<file path="src/rtl/clkdiv_pkg.sv">
package clkdiv_pkg;
  typedef enum logic [1:0] {
    SEL_CTRL = 2'd0,
    SEL_DIV  = 2'd1,
    SEL_STAT = 2'd2
  } reg_sel_e;

  localparam int STAT_BUSY_LO = 3;
  localparam int STAT_BUSY_HI = 4;
  localparam int PRESCALE_SH  = 6;
endpackage

</file>
<file path="src/rtl/clkdiv_decode.sv">
module clkdiv_decode #(
  parameter int CODE_W = 5,
  parameter bit WIDE   = 1'b0,
  parameter int CNT_W  = 6
) (
  input  logic [CODE_W-1:0] code_i,
  output logic [CNT_W-1:0]  div_o
);
  import clkdiv_pkg::*;
  localparam logic [CNT_W-1:0] FULL_DIV = CNT_W'(2 ** CODE_W);

  generate
    if (WIDE) begin : g_wide
      logic [CODE_W-2:0] low;
      assign low = code_i[CODE_W-2:0];
      always_comb begin
        if (code_i[CODE_W-1]) begin
          if (low == '0) div_o = FULL_DIV;
          else           div_o = CNT_W'(low) << PRESCALE_SH;
        end else if (code_i == '0) begin
          div_o = FULL_DIV;
        end else begin
          div_o = CNT_W'(code_i);
        end
      end
    end else begin : g_narrow
      always_comb begin
        if (code_i == '0) div_o = FULL_DIV;
        else              div_o = CNT_W'(code_i);
      end
    end
  endgenerate
endmodule

</file>
<file path="src/rtl/clkdiv_regs.sv">
module clkdiv_regs #(
  parameter int CODE_W      = 5,
  parameter int DATA_W      = 8,
  parameter int BUSY_CYCLES = 4
) (
  input  logic              clk,
  input  logic              rst,
  input  logic              wr_en,
  input  logic [1:0]        wr_addr,
  input  logic [DATA_W-1:0] wr_data,
  input  logic [1:0]        rd_addr,
  output logic [DATA_W-1:0] rd_data,
  output logic              gate_en,
  output logic [CODE_W-1:0] div_code
);
  import clkdiv_pkg::*;
  localparam int BW = $clog2(BUSY_CYCLES + 1);

  logic [BW-1:0] busy_cnt;
  logic          busy;
  logic          div_sel;
  logic          too_big;
  logic          div_take;

  assign busy     = (busy_cnt != '0);
  assign div_sel  = wr_en && (wr_addr == SEL_DIV);
  assign too_big  = |wr_data[DATA_W-1:CODE_W];
  assign div_take = div_sel && !too_big && !busy;

  always_ff @(posedge clk) begin
    if (rst) begin
      gate_en  <= 1'b0;
      div_code <= '0;
      busy_cnt <= '0;
    end else begin
      if (wr_en && (wr_addr == SEL_CTRL)) gate_en <= wr_data[0];
      if (div_take) begin
        div_code <= wr_data[CODE_W-1:0];
        busy_cnt <= BW'(BUSY_CYCLES);
      end else if (busy) begin
        busy_cnt <= busy_cnt - 1'b1;
      end
    end
  end

  always_ff @(posedge clk) begin
    if (rst) begin
      rd_data <= '0;
    end else begin
      rd_data <= '0;
      case (rd_addr)
        SEL_CTRL: rd_data[0] <= gate_en;
        SEL_DIV:  rd_data[CODE_W-1:0] <= div_code;
        SEL_STAT: begin
          rd_data[STAT_BUSY_LO] <= busy;
          rd_data[STAT_BUSY_HI] <= busy;
        end
        default: rd_data <= '0;
      endcase
    end
  end

  AST_REJECT_KEEPS: assert property (@(posedge clk) disable iff (rst)
    (div_sel && too_big) |=> $stable(div_code));
  AST_BUSY_DROPS: assert property (@(posedge clk) disable iff (rst)
    (div_sel && busy) |=> $stable(div_code));
  AST_BUSY_STARTS: assert property (@(posedge clk) disable iff (rst)
    div_take |=> (busy_cnt != '0));
endmodule

</file>
<file path="src/rtl/clkdiv_counter.sv">
module clkdiv_counter #(
  parameter int CNT_W   = 6,
  parameter int RST_DIV = 32
) (
  input  logic             clk,
  input  logic             rst,
  input  logic             gate_en,
  input  logic [CNT_W-1:0] div_next,
  output logic             tick_o
);
  logic [CNT_W-1:0] cnt;
  logic [CNT_W-1:0] div_act;
  logic             wrap;

  assign wrap = (cnt == div_act - 1'b1);

  always_ff @(posedge clk) begin
    if (rst) begin
      cnt     <= '0;
      div_act <= CNT_W'(RST_DIV);
      tick_o  <= 1'b0;
    end else begin
      tick_o <= gate_en && wrap;
      if (wrap) begin
        cnt     <= '0;
        div_act <= div_next;
      end else begin
        cnt <= cnt + 1'b1;
      end
    end
  end

  AST_SWITCH_AT_WRAP: assert property (@(posedge clk) disable iff (rst)
    !$stable(div_act) |-> $past(wrap));
  AST_CNT_IN_RANGE: assert property (@(posedge clk) disable iff (rst)
    cnt < div_act);
  AST_TICK_GATED: assert property (@(posedge clk) disable iff (rst)
    tick_o |-> $past(gate_en));
endmodule

</file>
<file path="src/rtl/clkdiv_gated.sv">
module clkdiv_gated #(
  parameter bit WIDE        = 1'b0,
  parameter int DATA_W      = 8,
  parameter int BUSY_CYCLES = 4
) (
  input  logic              clk,
  input  logic              rst,
  input  logic              wr_en,
  input  logic [1:0]        wr_addr,
  input  logic [DATA_W-1:0] wr_data,
  input  logic [1:0]        rd_addr,
  output logic [DATA_W-1:0] rd_data,
  output logic              tick_o
);
  localparam int CODE_W  = WIDE ? 6 : 5;
  localparam int MAX_DIV = WIDE ? ((2 ** (CODE_W - 1)) - 1) * 64 : 2 ** CODE_W;
  localparam int CNT_W   = $clog2(MAX_DIV + 1);
  localparam int RST_DIV = 2 ** CODE_W;

  logic              gate_en;
  logic [CODE_W-1:0] div_code;
  logic [CNT_W-1:0]  div_next;

  clkdiv_regs #(.CODE_W(CODE_W), .DATA_W(DATA_W), .BUSY_CYCLES(BUSY_CYCLES)) u_regs (
    .clk(clk), .rst(rst), .wr_en(wr_en), .wr_addr(wr_addr), .wr_data(wr_data),
    .rd_addr(rd_addr), .rd_data(rd_data), .gate_en(gate_en), .div_code(div_code)
  );

  clkdiv_decode #(.CODE_W(CODE_W), .WIDE(WIDE), .CNT_W(CNT_W)) u_dec (
    .code_i(div_code), .div_o(div_next)
  );

  clkdiv_counter #(.CNT_W(CNT_W), .RST_DIV(RST_DIV)) u_cnt (
    .clk(clk), .rst(rst), .gate_en(gate_en), .div_next(div_next), .tick_o(tick_o)
  );

  AST_ZERO_IS_FULL: assert property (@(posedge clk) disable iff (rst)
    (div_code == '0) |-> (div_next == CNT_W'(RST_DIV)));
endmodule

</file>
<file path="config.mk">
export PLATFORM = sky130hd
export DESIGN_NAME = clkdiv_gated
export DESIGN_NICKNAME = d
export VERILOG_FILES = /design/src/rtl/clkdiv_pkg.sv /design/src/rtl/clkdiv_decode.sv /design/src/rtl/clkdiv_regs.sv /design/src/rtl/clkdiv_counter.sv /design/src/rtl/clkdiv_gated.sv
export SDC_FILE = /design/constraint.sdc
export NUM_CORES = 1
export LEC_CHECK = 0
export ABC_AREA = 1
export BUFFER_PORTS_ARGS = -buffer_cell sky130_fd_sc_hd__buf_2
export CAP_MARGIN = 20
export CORE_MARGIN = 10
export CORE_UTILIZATION = 39
export CTS_CLUSTER_SIZE = 12
export DETAILED_ROUTE_END_ITERATION = 10
export MAX_ROUTING_LAYER = met4
export REMOVE_ABC_BUFFERS = 1
export SYNTH_ARGS = -nofsm -noshare
export SYNTH_HDL_FRONTEND = slang
export SYNTH_HIERARCHICAL = 1
export SYNTH_SLANG_ARGS = --single-unit
</file>
<file path="constraint.sdc">
create_clock -name clk -period 3.3 [get_ports clk]
set_clock_uncertainty 0.2 [all_clocks]
set_input_delay 0.495 -clock clk [delete_from_list [all_inputs] [get_ports clk]]
set_output_delay 0.495 -clock clk [all_outputs]
set_load 0.05 [all_outputs]
</file>
### Yosys cells after proc, flatten, opt, wreduce, memory -nomap -nowiden

Cells that the tools add are included.

* bits of input ports: 15
* register bits after elaboration: 30
* output and inout bits: 9
* word-level logic and storage cells: 39

* equal/unequal tests: 4
* add/sub/neg operators: 3
* reduce and logical (&&, ||, !) cells: 16
* multiplexer cells: 5
* bitwise gates (word level): 1

Operators by type and width (number)
* 6-bit by 1-bit adder with 6-bit output, second input constant: 1
* 6-bit == test: 1
* 3-bit two-way mux: 2
* 6-bit two-way mux: 1
* 2-bit OR reduction: 3
* 6-bit by 1-bit subtractor with 6-bit output, second input constant: 1
* 1-bit logical AND: 5
* 5-bit logical NOT: 1
* 2-bit by 1-bit == test with 1-bit output, second input constant: 2
* 2-bit logical NOT: 2
* 2-bit case mux with 2 select lines: 1
* 3-bit nonzero test: 1
* 3-bit OR reduction: 1
* 3-bit by 1-bit subtractor with 3-bit output, second input constant: 1
* 2-bit == test, second input constant: 1
* 1-bit logical NOT: 2
* 1-bit case mux with 2 select lines: 1
* 2-bit nonzero test: 1
* 1-bit inverter: 1

### Longest topological paths before layout

* depth in word-level cells: 5
* gate-level depth with buffers: 13
* mapped depth without buffers: 12

### By module

The synthesis kept the hierarchy.

By module, submodules not included
* clkdiv_regs: cells an instance 104, times used 1, area an instance 728.2 um2, sequential area each 280.3 um2
* clkdiv_counter: cells an instance 113, times used 1, area an instance 725.7 um2, sequential area each 260.2 um2
* clkdiv_decode: cells an instance 12, times used 1, area an instance 45.0 um2, sequential area each 0.0 um2

### Least setup slack after synthesis

Ideal clock, no wire load.

* kind: flip-flop to flip-flop
* from: reg u_cnt.div_act[0]
* to: reg u_cnt.div_act[0]
* slack: 1.552 ns
* clock period less this slack: 1.748 ns
* setup time: 0.113 ns
* cell stages (with the launch flop): 11
* arrival: 1.435 ns
* cells stage by stage: dfxtp_1 inv_1 ha_1 xnor2_1 nor2_1 nand3_2 nor2_4 buf_6 nand2_1 nand2_1 nor2_1

* cells in the longest elaborated chain, start to end: 2

RTL lines
* from (decl): line clkdiv_counter.sv:12 `logic [CNT_W-1:0] div_act;`
* from (signal assigned): line clkdiv_counter.sv:20 `div_act <= CNT_W'(RST_DIV);`
* from (signal assigned): line clkdiv_counter.sv:26 `div_act <= div_next;`
* 6-bit by 1-bit subtractor with 6-bit output: line clkdiv_counter.sv:15 `assign wrap = (cnt == div_act - 1'b1);`
* 6-bit == test: line clkdiv_counter.sv:15

Every way passes these cells.
A chain may end at the register's enable or synchronous reset.

### Worst setup path in the final report

* from: reg u_cnt.div_act[0]
* to: reg u_cnt.div_act[4]

Same word-level chain as after synthesis.

==> impl.org <==
** Synth
- After synthesis, the largest family of logic cells by area is simple AND/OR/NAND/NOR gates.
- Number of warnings printed during yosys synthesis :: 6
- Asr flop ratio synth :: 0
- Of the total synthesized cell area, the portion taken by XOR and XNOR cells is 0.0351.
- Of the total synthesized cell area, the portion taken by AND, OR, NAND and NOR gates is 0.350.
- Cell count after synthesis :: 229
- Summing every instance area after synthesis gives 0.00150 mm^2.
- Post-synthesis sequential area ratio :: 0.361
- Of the post-synthesis cell area, the part taken by muxes is 0.
- A synthesized cell averages 6.55 um^2.
- The netlist uses 26 different library cells.
- Among all flip-flop cells after synthesis, the most frequent one is sky130_fd_sc_hd__dfxtp_1.
- Compound-gate portion of the synthesized area :: 0.0417
- Number of enable flip-flop cells after synthesis :: 0
- Number of synthesized register bits :: 27
- Fraction of the mapped netlist area in adder cells :: 0.0584

** Place
- Final HPWL from detailed placement :: 2290 um
- Port buffering added 20 buffers.
- The placed instances occupy a cell area of 0.00161 mm^2.
- DP Worst Slack :: 1410 ps
- Routability-driven placement finished with a final weighted congestion of 0.843.

** Detailed routing
- First drt pass iteration count :: 4
- The detail route stage leaves a number of antenna-violating nets equal to 0.
- In this run, the number of DRC markers left after iteration 0 of detailed routing was 31.
- Wires add up to 2770 um.
- After detailed routing, the average wire length per cell comes to 9.43 um.
- Avg Vias per Cell :: 4.27
- The routed layout has 1256 vias.
- Post-route DRC violation count :: 0

** Setup path
- Cell family with most CP delay :: simple AND/OR/NAND/NOR gates
- The slowest stage of the critical path is the sky130_fd_sc_hd__dfxtp_1 cell.
- On the worst path, the slowest cell contributes a delay of 390 ps.
- The number of buffers and inverters on the critical path is 1.
- STA classifies the critical path startpoint as a register.
- Data required, critical path :: 3270 ps
- For the worst setup path, the data arrival time is 1880 ps.
- CP cell instances :: inv_1 -> ha_1 -> xnor2_1 -> nor2_1 -> nand3_2 -> nor2_4 -> nand2_1 -> nand2_1 -> nor2_1
- Critical path endpoint category :: register
- The critical path is of the reg2reg type.
- Of all nets on the critical path, the largest fanout is 12.

** Timing
- Share of the cycle needed by the critical path after routing :: 0.576
- The smallest clock period supported by the final layout is computed as 1900 ps.
- The number of endpoints with negative hold slack in the final report came to 0.
- RSZ-0062 raised after global routing :: false
- Final Slew Violations :: 0
- Fmax :: 0.526 GHz
- For the final routed database, the setup TNS stands at 0 ps.
- Number of failing setup endpoints in the final timing report :: 0
- Final worst-path setup slack :: 1400 ps

** Clock tree
- Post-CTS Setup Bufs :: 0
- In this run the deepest clock path goes through 2 buffers.
- CTS tree :: done
- Clk_lat worst skew :: 270 ps
- The cell sitting at the root of the clock tree is a sky130_fd_sc_hd__clkbuf_8.
- The number of clock buffers added by TritonCTS is 3.
- After clock tree synthesis, the clock-pin slew on the worst setup and hold paths is 90 ps.
- In this run, post-CTS repair resized a total of 0 instances.
- Hold repair after CTS inserted 0 buffers.
- Sinks on the clock net :: 27
- In this run the number of H-tree levels came out at 1.

** Die
- FP Rows :: 22
- Overall die area :: 0.00672 mm^2
- Initial standard-cell utilization of the core :: 0.406
- Core box area :: 0.00369 mm^2
- In this run the horizontal extent of the chip is 82.0 um.
- Number of top-level pins :: 24
- The die is 82.0 um tall.

** Power
- Leakage power summed over all cells :: 0.798 nW
- P per Cell Area :: 463 mW/mm^2
- Peak VDD IR :: 286 uV

** Min path
- Type of the worst min-delay path :: in2reg

** Flow run
- Across the run, the number of max-cap violations was 0.

** Final layout
- Fraction of final layout cells sized beyond drive strength 1 :: 0.150
- Antenna Diode Count :: 0
- Area growth from synthesis to layout :: 10.8%
- Nets@finish :: 269
- For this run, the share of the core covered by cells in the final layout is 0.450.
- With fillers left out, the area of the finished cells amounts to 0.00166 mm^2.
- The layout has 428 filler cells.

** GRT
- Global router's overall resource usage :: 0.0978
- After global routing the overflow that remains totals 0.
- The first global-routing pass estimated 5230 um of wire.
- Entering global routing, the biggest net connects 16 pins.
- The number of antenna violations at the first check in global routing came to 0.
- The via count of the first global-routing pass was 1304.

** Run status
- The run finished with clean final reports.
==> metrics by stage <==
step / power, mW / cells / hold slack [ps]
5_1_grt: 0.826 / 294 / 243
3_3_place_gp: 0.589 / 290 / 250
2_1_floorplan: 0.551 / 222 / 230
4_1_cts: 0.783 / 294 / 246
3_5_place_dp: 0.596 / 290 / 254
6_report: 0.769 / 294 / 244
==> cell usage after synthesis, types with 2 or more instances <==
master                      n  area share
sky130_fd_sc_hd__ha_1       7       0.058
sky130_fd_sc_hd__nor2_1    43        0.11
sky130_fd_sc_hd__a21oi_1    7       0.023
sky130_fd_sc_hd__xnor2_1    3       0.018
sky130_fd_sc_hd__nand3_1   15       0.050
sky130_fd_sc_hd__xor2_1     3       0.018
sky130_fd_sc_hd__inv_1     42        0.11
sky130_fd_sc_hd__o21ai_0    2      0.0067
sky130_fd_sc_hd__nand2_2    2      0.0083
sky130_fd_sc_hd__clkbuf_1   5       0.013
sky130_fd_sc_hd__buf_4      3       0.015
sky130_fd_sc_hd__dfxtp_1   27        0.36
sky130_fd_sc_hd__inv_2      2      0.0050
sky130_fd_sc_hd__nand2_1   54        0.14
sky130_fd_sc_hd__nor2_4     3       0.023
==> cell type report <==
type | count | area, um^2 | area share
Multi-Input combinational cell | 149 | 738 | 0.445
Inverter | 46 | 175 | 0.106
Sequential cell | 27 | 541 | 0.326
Clock inverter | 1 | 5.00 | 0.00301
Tap cell | 48 | 60.1 | 0.0362
Timing Repair Buffer | 20 | 100 | 0.0603
Clock buffer | 3 | 41.3 | 0.0249
==> state kept, by name (all words and copies together) (netlist names) <==
signal / cells
u_regs/rd_data: 5
u_cnt/tick_o: 1
u_cnt/cnt: 6
u_regs/gate_en: 1
u_regs/div_code: 5
u_cnt/div_act: 6
u_regs/busy_cnt: 3
==> placed cells by master, fill, tap and decap left out <==
cell type / count
sky130_fd_sc_hd__a21oi_1: 7
sky130_fd_sc_hd__a21oi_2: 1
sky130_fd_sc_hd__buf_2: 20
sky130_fd_sc_hd__clkbuf_8: 3
sky130_fd_sc_hd__clkinv_1: 1
sky130_fd_sc_hd__clkinv_2: 1
sky130_fd_sc_hd__conb_1: 3
sky130_fd_sc_hd__dfxtp_1: 27
sky130_fd_sc_hd__ha_1: 7
sky130_fd_sc_hd__inv_1: 42
sky130_fd_sc_hd__inv_2: 2
sky130_fd_sc_hd__inv_4: 1
sky130_fd_sc_hd__nand2_1: 54
sky130_fd_sc_hd__nand2_2: 2
sky130_fd_sc_hd__nand2_4: 1
sky130_fd_sc_hd__nand3_1: 15
sky130_fd_sc_hd__nand3_2: 1
sky130_fd_sc_hd__nor2_1: 43
sky130_fd_sc_hd__nor2_2: 1
sky130_fd_sc_hd__nor2_4: 3
sky130_fd_sc_hd__nor3_1: 1
sky130_fd_sc_hd__o21ai_0: 2
sky130_fd_sc_hd__o21ai_2: 1
sky130_fd_sc_hd__or2_0: 1
sky130_fd_sc_hd__xnor2_1: 3
sky130_fd_sc_hd__xor2_1: 3
==> power breakdown <==
part / total (mW) / internal [mW] / switching [mW]
registers: 0.365 / 0.350 / 0.0146
logic: 0.218 / 0.0803 / 0.138
clock network: 0.186 / 0.0846 / 0.102
==> worst reg2reg max path, stage by stage (launching register included) <==
cell and delay [ps]:
sky130_fd_sc_hd__dfxtp_1 390, sky130_fd_sc_hd__inv_1 90, sky130_fd_sc_hd__ha_1 310, sky130_fd_sc_hd__xnor2_1 130
sky130_fd_sc_hd__nor2_1 120, sky130_fd_sc_hd__nand3_2 140, sky130_fd_sc_hd__nor2_4 240, sky130_fd_sc_hd__nand2_1 90
sky130_fd_sc_hd__nand2_1 60, sky130_fd_sc_hd__nor2_1 40
==> kinds of logic (layout without fill, tap and decap cells) <==
logic type | Yosys count | after routing
other cells | 1 | 3
buf+inv | 55 | 70
xor+xnor | 6 | 6
flops | 27 | 27
compound gates | 11 | 11
fa+ha+maj | 7 | 7
simple gates | 122 | 122
==> routing by layer <==
| metal | routed length (um) | track usage | vias up |
|---|---|---|---|
| li1 | - | - | 698 |
| met1 | 1360 | 0.109 | 528 |
| met2 | 1260 | 0.165 | 26 |
| met3 | 116 | 0.0218 | 4 |
| met4 | 31 | 0.0408 | 0 |
| met5 | 0 | - | - |
==> worst paths after layout <==
| kind | from | end | slack (ps) | cells past startpoint |
|---|---|---|---|---|
| worst min register to register | u_regs/div_code[1]$_SDFFE_PP0P_ | u_regs/rd_data[1]$_SDFF_PP0_ | 260 | 2 |
| worst max-delay path | u_cnt/div_act[0]$_SDFFE_PP0N_ | u_cnt/div_act[4]$_SDFFE_PP0N_ | 1400 | 9 |
| worst max register to register | u_cnt/div_act[0]$_SDFFE_PP0N_ | u_cnt/div_act[4]$_SDFFE_PP0N_ | 1400 | 9 |
| worst min-delay path | rst | u_regs/busy_cnt[2]$_SDFFE_PP0P_ | 240 | 2 |
Note: power is estimated with default switching activity, not from simulation.
